### config.mk
export PLATFORM = sky130hd
export DESIGN_NAME = aux_walk_top
export DESIGN_NICKNAME = d
export VERILOG_FILES = /design/src/rtl/aux_walk_pkg.sv /design/src/rtl/aux_walk_index.sv /design/src/rtl/aux_walk_ptr.sv /design/src/rtl/aux_walk_leaf.sv /design/src/rtl/aux_walk_top.sv
export SDC_FILE = /design/constraint.sdc
export NUM_CORES = 1
export LEC_CHECK = 0
export BUFFER_PORTS_ARGS = -buffer_cell sky130_fd_sc_hd__buf_2
export CAP_MARGIN = 20
export CELL_PAD_IN_SITES_DETAIL_PLACEMENT = 0
export CELL_PAD_IN_SITES_GLOBAL_PLACEMENT = 1
export CORE_MARGIN = 8
export CORE_UTILIZATION = 37
export CTS_BUF_LIST = sky130_fd_sc_hd__clkbuf_4 sky130_fd_sc_hd__clkbuf_8 sky130_fd_sc_hd__clkbuf_16
export DETAILED_ROUTE_END_ITERATION = 16
export PLACE_DENSITY = 0.82
export RECOVER_POWER = 100
export SYNTH_ARGS = -nofsm -noshare
export SYNTH_HDL_FRONTEND = slang
export SYNTH_SLANG_ARGS = --single-unit
### constraint.sdc
create_clock -name clk -period 9.2 [get_ports clk]
set_clock_uncertainty 0.1 [all_clocks]
set_input_delay 2.3 -clock clk [delete_from_list [all_inputs] [get_ports clk]]
set_output_delay 2.3 -clock clk [all_outputs]
set_load 0.05 [all_outputs]
### src/rtl/aux_walk_pkg.sv
package aux_walk_pkg;

  localparam int ENT_W     = 64;
  localparam int VALID_BIT = 0;

  localparam int TILE_LSB  = 52;
  localparam int TILE_W    = 2;
  localparam int DEPTH_LSB = 54;
  localparam int DEPTH_W   = 3;
  localparam int PLANE_BIT = 57;
  localparam int FMT_LSB   = 58;
  localparam int FMT_W     = 6;

  typedef enum logic [1:0] {
    RS_HIT  = 2'd0,
    RS_MISS = 2'd1,
    RS_ERR  = 2'd2
  } rsp_code_e;

  typedef enum logic [1:0] {
    WS_IDLE = 2'd0,
    WS_REQ  = 2'd1,
    WS_WAIT = 2'd2,
    WS_RESP = 2'd3
  } walk_state_e;

  typedef struct packed {
    logic [FMT_W-1:0]   fmt;
    logic               chroma;
    logic [DEPTH_W-1:0] depth;
    logic [TILE_W-1:0]  tile;
  } leaf_attr_t;

endpackage

### src/rtl/aux_walk_index.sv
module aux_walk_index #(
  parameter int VA_W     = 48,
  parameter int PAGE_LSB = 16,
  parameter int L1_W     = 8,
  parameter int L2_W     = 12,
  parameter int L3_W     = 12
) (
  input  logic [VA_W-1:0] vaddr,
  output logic [L3_W-1:0] idx3,
  output logic [L2_W-1:0] idx2,
  output logic [L1_W-1:0] idx1
);
  localparam int L1_LSB = PAGE_LSB;
  localparam int L2_LSB = L1_LSB + L1_W;
  localparam int L3_LSB = L2_LSB + L2_W;

  logic unused_page_bits;

  assign idx1 = vaddr[L1_LSB +: L1_W];
  assign idx2 = vaddr[L2_LSB +: L2_W];
  assign idx3 = vaddr[L3_LSB +: L3_W];
  assign unused_page_bits = ^vaddr[PAGE_LSB-1:0];
endmodule

### src/rtl/aux_walk_ptr.sv
module aux_walk_ptr #(
  parameter int VA_W      = 48,
  parameter int FIELD_LSB = 15,
  parameter int IDX_W     = 12
) (
  input  logic [63:0]      entry,
  input  logic [IDX_W-1:0] idx,
  output logic [63:0]      entry_addr
);
  localparam logic [63:0] FIELD_MASK =
    ((64'd1 << VA_W) - 64'd1) & ~((64'd1 << FIELD_LSB) - 64'd1);

  logic [63:0] field;
  logic [63:0] canon;
  logic [63:0] offset;

  assign field  = entry & FIELD_MASK;
  assign canon  = {{(64-VA_W){field[VA_W-1]}}, field[VA_W-1:0]};
  assign offset = {{(64-IDX_W){1'b0}}, idx} << 3;
  assign entry_addr = canon + offset;
endmodule

### src/rtl/aux_walk_leaf.sv
module aux_walk_leaf
  import aux_walk_pkg::*;
#(
  parameter int VA_W    = 48,
  parameter int AUX_LSB = 8
) (
  input  logic [63:0]     entry,
  output logic [VA_W-1:0] aux_addr,
  output leaf_attr_t      attr
);
  logic unused_leaf_bits;

  assign aux_addr    = {entry[VA_W-1:AUX_LSB], {AUX_LSB{1'b0}}};
  assign attr.fmt    = entry[FMT_LSB +: FMT_W];
  assign attr.chroma = entry[PLANE_BIT];
  assign attr.depth  = entry[DEPTH_LSB +: DEPTH_W];
  assign attr.tile   = entry[TILE_LSB +: TILE_W];
  assign unused_leaf_bits = ^{entry[TILE_LSB-1:VA_W], entry[AUX_LSB-1:0]};
endmodule

### src/rtl/aux_walk_top.sv
module aux_walk_top
  import aux_walk_pkg::*;
#(
  parameter int VA_W     = 48,
  parameter int PAGE_LSB = 16,
  parameter int L1_W     = 8,
  parameter int L2_W     = 12,
  parameter int L3_W     = 12,
  parameter int L2_PTR_LSB = 15,
  parameter int L1_PTR_LSB = 13,
  parameter int AUX_LSB  = 8
) (
  input  logic              clk,
  input  logic              rst,
  input  logic [63:0]       base_addr,
  input  logic              req_valid,
  output logic              req_ready,
  input  logic [VA_W-1:0]   req_vaddr,
  output logic              mem_req_valid,
  input  logic              mem_req_ready,
  output logic [63:0]       mem_req_addr,
  input  logic              mem_rsp_valid,
  input  logic [63:0]       mem_rsp_data,
  input  logic              mem_rsp_err,
  output logic              rsp_valid,
  input  logic              rsp_ready,
  output logic [1:0]        rsp_status,
  output logic [1:0]        rsp_level,
  output logic [VA_W-1:0]   rsp_aux_addr,
  output logic [FMT_W-1:0]  rsp_format,
  output logic              rsp_chroma,
  output logic [DEPTH_W-1:0] rsp_depth,
  output logic [TILE_W-1:0] rsp_tile
);
  localparam logic [1:0] LVL_ROOT = 2'd3;
  localparam logic [1:0] LVL_MID  = 2'd2;
  localparam logic [1:0] LVL_LEAF = 2'd1;

  walk_state_e      state;
  logic [1:0]       lvl;
  logic [VA_W-1:0]  va_q;
  logic [VA_W-1:0]  va_src;
  logic [L3_W-1:0]  idx3;
  logic [L2_W-1:0]  idx2;
  logic [L1_W-1:0]  idx1;
  logic [63:0]      root_off;
  logic [63:0]      mid_addr;
  logic [63:0]      leaf_addr;
  logic [VA_W-1:0]  leaf_aux;
  leaf_attr_t       leaf_attr;

  // Index source: live request while idle (root read), captured address afterwards.
  assign va_src = (state == WS_IDLE) ? req_vaddr : va_q;

  aux_walk_index #(
    .VA_W(VA_W), .PAGE_LSB(PAGE_LSB), .L1_W(L1_W), .L2_W(L2_W), .L3_W(L3_W)
  ) u_index (
    .vaddr(va_src), .idx3(idx3), .idx2(idx2), .idx1(idx1)
  );

  assign root_off = {{(64-L3_W){1'b0}}, idx3} << 3;

  aux_walk_ptr #(.VA_W(VA_W), .FIELD_LSB(L2_PTR_LSB), .IDX_W(L2_W)) u_ptr_mid (
    .entry(mem_rsp_data), .idx(idx2), .entry_addr(mid_addr)
  );

  aux_walk_ptr #(.VA_W(VA_W), .FIELD_LSB(L1_PTR_LSB), .IDX_W(L1_W)) u_ptr_leaf (
    .entry(mem_rsp_data), .idx(idx1), .entry_addr(leaf_addr)
  );

  aux_walk_leaf #(.VA_W(VA_W), .AUX_LSB(AUX_LSB)) u_leaf (
    .entry(mem_rsp_data), .aux_addr(leaf_aux), .attr(leaf_attr)
  );

  assign req_ready = (state == WS_IDLE);

  always_ff @(posedge clk) begin
    if (rst) begin
      state         <= WS_IDLE;
      lvl           <= 2'd0;
      va_q          <= '0;
      mem_req_valid <= 1'b0;
      mem_req_addr  <= '0;
      rsp_valid     <= 1'b0;
      rsp_status    <= RS_HIT;
      rsp_level     <= 2'd0;
      rsp_aux_addr  <= '0;
      rsp_format    <= '0;
      rsp_chroma    <= 1'b0;
      rsp_depth     <= '0;
      rsp_tile      <= '0;
    end else begin
      unique case (state)
        WS_IDLE: begin
          if (req_valid) begin
            va_q          <= req_vaddr;
            lvl           <= LVL_ROOT;
            mem_req_addr  <= base_addr + root_off;
            mem_req_valid <= 1'b1;
            state         <= WS_REQ;
          end
        end
        WS_REQ: begin
          if (mem_req_ready) begin
            mem_req_valid <= 1'b0;
            state         <= WS_WAIT;
          end
        end
        WS_WAIT: begin
          if (mem_rsp_valid) begin
            if (mem_rsp_err) begin
              rsp_valid    <= 1'b1;
              rsp_status   <= RS_ERR;
              rsp_level    <= 2'd0;
              rsp_aux_addr <= '0;
              rsp_format   <= '0;
              rsp_chroma   <= 1'b0;
              rsp_depth    <= '0;
              rsp_tile     <= '0;
              state        <= WS_RESP;
            end else if (!mem_rsp_data[VALID_BIT]) begin
              rsp_valid    <= 1'b1;
              rsp_status   <= RS_MISS;
              rsp_level    <= lvl;
              rsp_aux_addr <= '0;
              rsp_format   <= '0;
              rsp_chroma   <= 1'b0;
              rsp_depth    <= '0;
              rsp_tile     <= '0;
              state        <= WS_RESP;
            end else if (lvl == LVL_LEAF) begin
              rsp_valid    <= 1'b1;
              rsp_status   <= RS_HIT;
              rsp_level    <= 2'd0;
              rsp_aux_addr <= leaf_aux;
              rsp_format   <= leaf_attr.fmt;
              rsp_chroma   <= leaf_attr.chroma;
              rsp_depth    <= leaf_attr.depth;
              rsp_tile     <= leaf_attr.tile;
              state        <= WS_RESP;
            end else begin
              mem_req_addr  <= (lvl == LVL_ROOT) ? mid_addr : leaf_addr;
              lvl           <= (lvl == LVL_ROOT) ? LVL_MID : LVL_LEAF;
              mem_req_valid <= 1'b1;
              state         <= WS_REQ;
            end
          end
        end
        WS_RESP: begin
          if (rsp_ready) begin
            rsp_valid <= 1'b0;
            state     <= WS_IDLE;
          end
        end
        default: state <= WS_IDLE;
      endcase
    end
  end
endmodule

==> flow_summary.json, run 1 <==
{
  "status": "finished with violations",
  "violations": "max-capacitance violations, max-slew violations",
  "fmax_mhz": 146,
  "busiest_layer": "met2",
  "p_leak_nw": 3.84,
  "r2r-start": "state[0]$_SDFFE_PP0P_",
  "crit_path_top_delay_cell": "clkbuf_1",
  "gr-usage-met2": 0.370,
  "min_path_cells": 2,
  "grt_setup_unrepaired": "false",
  "wirelength_um": 30300,
  "core_area_um2": 21600,
  "antenna_left": 0,
  "gp_congestion": 0.844,
  "place_inst": 1522,
  "clockBufferDepth": 2,
  "async_flop_share": 0,
  "path_buf_inv": 2,
  "clkTransAtPathRegs_ps": 60,
  "hpwl_um": 21800,
  "multi_input_area_um2": 4460,
  "r2r-end": "mem_req_addr[41]$_SDFFE_PP0P_",
  "worstPathMaxFanout": 68,
  "pwr-share-clk": 0.374,
  "clock_latency_ps": 430,
  "min_from": "rsp_aux_addr[13]$_SDFFE_PP0P_",
  "synth.avg_cell_area_um2": 7.77,
  "max_slew_margin": -1.05,
  "cp_slowest_stage_delay_ps": 2130,
  "syn_area_um2": 8050,
  "cap_violations": 4,
  "drc": 0,
  "final.min_clock_period_ps": 6830,
  "nets": 1459,
  "tightest_slew_ps": 3080,
  "numCtsBuffers": 17,
  "final_cells": 1558,
  "cts_hold_buffers": 0,
  "avgViaCountPerCell": 5.35,
  "grt_usage": 0.217,
  "cts_tree": "yes",
  "vias": 8338,
  "io_buffers": 278,
  "seq_power_share": 0.384,
  "setup_viol": 0,
  "path_class": "input pin to flop",
  "die_area_um2": 26700,
  "internal_power_mw": 1.31,
  "yosysTopAreaCellShare": 0.393,
  "finalCritPeriodShare": 0.743,
  "rows": 54,
  "synth_warnings": 0,
  "fp.dieH_um": 164,
  "finalMaxSlewViolations": 167,
  "synthFlopType": "dfxtp_1",
  "met3_usage": 0.0539,
  "ys_top_cells_by_area": "dfxtp_1 (39%), a21oi_1 (9.6%), nand2_1 (8.1%)",
  "setup-tns-final_ps": 0,
  "cts_root_buf": "clkbuf_16",
  "p_sw_frac": 0.343,
  "reg2reg_depth": 14,
  "synth_edf_count": 0,
  "required_ps": 9270,
  "switchingPower_mw": 0.680,
  "hold_viol": 0,
  "comb_power_share": 0.243,
  "start_kind": "input pin",
  "clkSinkCount": 158,
  "synth_seq_cells": 158,
  "power_density_nw_per_um2": 199,
  "syn_inst": 1036,
  "netlist_top_cells_count": "nand2_1 (174), dfxtp_1 (158), a21oi_1 (154)",
  "ioPinCount": 314,
  "r2r_setup_slack_ps": 4200,
  "dieWidth_um": 164,
  "register_area_um2": 3160,
  "htree_levels": 4,
  "synth_area_leader_cell": "dfxtp_1",
  "syn_to_final_growth_pct": 23.7,
  "final_util": 0.461,
  "crit_chain": "clkbuf_1 -> inv_1 -> nand2_1 -> o22ai_1",
  "n_fill_cell": 2337,
  "ys_types": 69,
  "ir_drop_mv": 0.0982,
  "grt_max_degree": 85,
  "grt_pass1_wl_um": 45500,
  "yosysMostFrequentCell": "nand2_1",
  "dr.pass1.iters": 5,
  "path_delay_family": "buffers and inverters",
  "endpoint_kind": "flop",
  "initialDrtViolationCount": 638,
  "grt_use_met1": 0.265,
  "layout-drive-gt1-share": 0.177,
  "hold_path_end": "rsp_aux_addr[13]$_SDFFE_PP0P_",
  "place_ws_ps": 3520,
  "post_cts_buffers": 0,
  "setup_ws_ps": 2370,
  "antenna_found_initial": 3,
  "hold_path_class": "flop to flop",
  "yosysSeqAreaShare": 0.393,
  "grt_pass1_vias": 8140,
  "worstPathArrival_ps": 6900,
  "grt_overflow": 0,
  "cts_resized": 0,
  "initial_utilization": 0.372,
  "wire_per_inst_um": 19.4,
  "whs_ps": 350
}
-- sequential cells by signal, indices dropped and copies added, names as in the netlist, 3 cells and up --
signal and count:
va_q 32, rsp_depth 3, rsp_aux_addr 40, mem_req_addr 64, rsp_format 6
-- logic make-up (layout without fill, tap and decap cells) --
logic type      Yosys count  count (layout)  synth area share
compound gates          266             266             0.191
xor+xnor                 45              45            0.0490
fa+ha+maj                13              13            0.0211
buf+inv                 101             334            0.0586
flops                   158             158             0.393
mux                      20              20            0.0267
other cells               1              10          0.000466
simple gates            432             432             0.260
-- worst min-delay path: cells and delay by family (launching register included) --
family           cells  cell delay (ps)
AO/OA/AOI/OAI        1               50
AND/OR/NAND/NOR      1               50
flip-flops           1              310
-- through the flow --
| stage | area (um2) | total power [mW] |
|---|---|---|
| final | 9960 | 1.99 |
| after global routing | 9960 | 2.08 |
| after CTS | 10100 | 2.01 |
| after detailed placement | 9500 | 1.27 |
| after global placement | 9500 | 1.26 |
| after floorplan | 8080 | 1.11 |
-- power groups by stage --
stage	combinational, mW	sequential (mW)	clock [mW]
after CTS	0.492	0.760	0.759
after floorplan	0.228	0.886	0
final	0.482	0.762	0.742
after detailed placement	0.491	0.775	0
after global placement	0.488	0.775	0
after global routing	0.521	0.767	0.791
-- final cells by class --
class | instances | area share
repair buffers | 290 | 0.134
inverters | 12 | 0.00452
diodes | 2 | 0.000503
flip-flops and latches | 158 | 0.318
well taps | 280 | 0.0352
clock buffers | 20 | 0.0450
multi-input cells | 784 | 0.447
clock inverters | 12 | 0.0161
-- placed cells by master (no fill, tap or decap), drive strengths merged, types with 13 or more instances in the layout --
cell / Yosys / final
xnor2: 18 / 18
xor2: 27 / 27
o22ai: 25 / 25
o21ai: 36 / 36
nand3: 96 / 96
nand4: 13 / 13
nand2: 174 / 174
and3: 35 / 35
a21oi: 155 / 155
buf: 17 / 163
nor3: 28 / 28
inv: 12 / 15
nor2: 37 / 37
dfxtp: 158 / 158
clkbuf: 72 / 147
-- worst max path at each step --
stage | endpoint | startpoint | slack, ps | cells after the start
floorplan | mem_req_addr[25]$_SDFFE_PP0P_ | req_vaddr[36] | 4400 | 13
global placement | mem_req_addr[29]$_SDFFE_PP0P_ | req_vaddr[36] | 3550 | 13
detailed placement | mem_req_addr[29]$_SDFFE_PP0P_ | req_vaddr[36] | 3520 | 13
CTS | mem_req_addr[29]$_SDFFE_PP0P_ | req_vaddr[36] | 3970 | 13
global route | mem_req_addr[34]$_SDFFE_PP0P_ | rst | 2000 | 4
finish | mem_req_addr[34]$_SDFFE_PP0P_ | rst | 2370 | 4
-- routing by layer --
metal,up-vias,part of all wire
li1,4106,-
met1,3922,0.43
met2,272,0.48
met3,34,0.079
met4,4,0.016
met5,-,0.00076
(Power assumes the default switching activity.)
==> run 2: changes to the inputs <==
- ABC_AREA: not set -> 1
- CORE_UTILIZATION: 37 -> 34
- PLACE_DENSITY: 0.82 -> 0.77
- clock period: 9.2 -> 6.9 ns (I/O delays scaled with it)
==> run 2 against run 1 <==
The flow still finishes with violations (max-capacitance violations, max-slew violations). Sequential cell count unchanged. Setup slack worse by 720 ps. Die area up 20%. Register-to-register slack got worse by 1900 ps. Wire length is 24% higher. Clock power rose by 34%. Non-clock buffer count is 4 lower. Hold slack improved by 17 ps. Critical path type unchanged. Critical endpoint is now mem_req_addr[49]$_SDFFE_PP0P_. Largest power group is now combinational cells.
==> flow_summary.json, run 2 <==
{
  "status": "finished with violations",
  "violations": "max-capacitance violations, max-slew violations",
  "startpoint": "mem_rsp_err",
  "grt_max_degree": 98,
  "cts_root_buf": "clkbuf_16",
  "ir_drop_mv": 0.185,
  "synth_edf_count": 0,
  "dieWidth_um": 179,
  "reg_top3": "mem_req_addr (64), rsp_aux_addr (40), va_q (32)",
  "antenna_left": 0,
  "r2r-start": "state[0]$_SDFFE_PP0P_",
  "initial_utilization": 0.347,
  "syn_inst": 1433,
  "htree_levels": 4,
  "gp_congestion": 0.949,
  "vias": 10200,
  "r2r-end": "mem_req_addr[49]$_SDFFE_PP0P_",
  "n_fill_cell": 2951,
  "final.min_clock_period_ps": 5250,
  "syn_to_final_growth_pct": 21.7,
  "register_area_um2": 3160,
  "cts_resized": 0,
  "hold_viol": 0,
  "finalMaxSlewViolations": 160,
  "drc": 0,
  "multi_input_area_um2": 5020,
  "cap_violations": 3,
  "r2r_setup_slack_ps": 2290,
  "core_area_um2": 26100,
  "avgViaCountPerCell": 5.04,
  "synth_warnings": 0,
  "synth_seq_cells": 158,
  "cts_hold_buffers": 0,
  "fp.dieH_um": 179,
  "clockBufferDepth": 2,
  "layout-drive-gt1-share": 0.130,
  "largest_reg_flops": 64,
  "synth_area_leader_cell": "dfxtp_1",
  "synthFlopType": "dfxtp_1",
  "ys_top_cells_by_area": "dfxtp_1 (35%), nand2_1 (16%), nand3_1 (8.9%)",
  "fmax_mhz": 190,
  "regMostFlops": "mem_req_addr",
  "clock_latency_ps": 430,
  "finalCritPeriodShare": 0.761,
  "reg2reg_depth": 18,
  "layout_commonest_cell": "nand2_1",
  "die_area_um2": 32000,
  "layout_common_cells": "nand2_1 (393), nor2_1 (167), nand3_1 (160)",
  "tightest_slew_ps": 2580,
  "netlist_top_cells_count": "nand2_1 (393), nand3_1 (160), nor2_1 (160)",
  "syn_area_um2": 9030,
  "nets": 1867,
  "ys_types": 41,
  "initialDrtViolationCount": 665,
  "worstSetupEndpoint": "mem_req_addr[49]$_SDFFE_PP0P_",
  "grt_pass1_wl_um": 56300,
  "setup_viol": 0,
  "setup-tns-final_ps": 0,
  "max_slew_margin": -0.721,
  "dr.pass1.iters": 5,
  "power_density_nw_per_um2": 333,
  "yosysMostFrequentCell": "nand2_1",
  "worstPathMaxFanout": 53,
  "start_kind": "input pin",
  "wirelength_um": 37500,
  "wire_per_inst_um": 18.6,
  "antenna_found_initial": 7,
  "synth.avg_cell_area_um2": 6.30,
  "clkTransAtPathRegs_ps": 80,
  "yosysTopAreaCellShare": 0.350,
  "cts_tree": "yes",
  "final_util": 0.422,
  "grt_setup_unrepaired": "false",
  "grt_pass1_vias": 9883,
  "post_cts_buffers": 0,
  "endpoint_kind": "flop",
  "yosysSeqAreaShare": 0.350,
  "clkSinkCount": 158,
  "numCtsBuffers": 17,
  "rows": 59,
  "worstPathArrival_ps": 5420,
  "min_path_cells": 2,
  "required_ps": 7060,
  "p_leak_nw": 4.90,
  "ioPinCount": 314,
  "grt_overflow": 0,
  "async_flop_share": 0,
  "path_class": "input pin to flop",
  "hpwl_um": 29300,
  "io_buffers": 278,
  "hold_path_class": "flop to flop",
  "grt_usage": 0.227
}
## run 2: changes by cell type after synthesis, moves of 11 or more
cell	delta
nand2_1	+219
nand3_1	+65
and3_1	-32
mux2_2	-12
a21oi_1	-12
xor2_1	-16
clkbuf_1	-16
and2_1	-11
nor2_2	+11
o22ai_1	-20
nor2_1	+123
o21ai_0	+41
inv_1	+106
xnor2_1	-17
## run 2: worst max-delay path: stages
cell	delay, ps
clkbuf_1	120
nor2_4	110
buf_4	480
o21ai_0	290
nand2_1	140
nand3_1	150
a21oi_4	130
buf_4	430
inv_1	390
a21oi_1	1210
a21oi_1	200
## run 2: cell type report
| class | instances | area share |
|---|---|---|
| multi-input cells | 1081 | 0.457 |
| clock inverters | 15 | 0.0175 |
| diodes | 3 | 0.000683 |
| flip-flops and latches | 158 | 0.288 |
| clock buffers | 17 | 0.0387 |
| well taps | 335 | 0.0381 |
| inverters | 127 | 0.0434 |
| repair buffers | 286 | 0.117 |
## run 2: worst min path at each step
stage,endpoint,start
CTS,rsp_aux_addr[40]$_SDFFE_PP0P_,rsp_aux_addr[40]$_SDFFE_PP0P_
global route,rsp_depth[2]$_SDFFE_PP0P_,rsp_depth[2]$_SDFFE_PP0P_
detailed placement,va_q[23]$_SDFFE_PP0P_,va_q[23]$_SDFFE_PP0P_
floorplan,va_q[23]$_SDFFE_PP0P_,va_q[23]$_SDFFE_PP0P_
global placement,rsp_depth[2]$_SDFFE_PP0P_,rsp_depth[2]$_SDFFE_PP0P_
finish,mem_req_addr[28]$_SDFFE_PP0P_,mem_req_addr[28]$_SDFFE_PP0P_
## run 2: cell families (layout without fill, tap and decap cells)
logic type / after synthesis / after routing / share of synthesized area
and+or+nand+nor: 796 / 796 / 0.375
xor gates and xnor gates: 12 / 12 / 0.0116
buffers and inverters: 201 / 445 / 0.0925
AOI/OAI and AO/OA: 252 / 252 / 0.151
other: 1 / 11 / 0.000415
adders and majority gates: 13 / 13 / 0.0188
DFF: 158 / 158 / 0.350
## run 2: report_power, final
part	leakage [nW]	switching [mW]	internal, mW	total [mW]
Clock	0.296	0.493	0.498	0.991
Combinational	3.31	1.18	0.333	1.51
Sequential	1.29	0.0905	1.07	1.16
Total	4.90	1.76	1.90	3.67
## run 2: per-stage QoR
stage / hold slack (ps) / instances / setup slack, ps / total power [mW] / instance area, um2
3_5_place_dp: 352 / 1987 / 2190 / 2.74 / 10600
2_1_floorplan: 334 / 1440 / 3180 / 2.31 / 9060
5_1_grt: 379 / 2021 / 1280 / 3.88 / 11000
3_3_place_gp: 348 / 1987 / 2200 / 2.73 / 10600
4_1_cts: 364 / 2019 / 2630 / 3.74 / 11200
6_report: 367 / 2022 / 1650 / 3.67 / 11000
## run 2: routing by layer
layer,global-route usage,part of all wire,vias to the layer above
met4,0.0661,0.022,8
met1,0.295,0.44,4661
met5,0,0.0013,-
met2,0.373,0.46,322
li1,-,-,5150
met3,0.0457,0.075,46
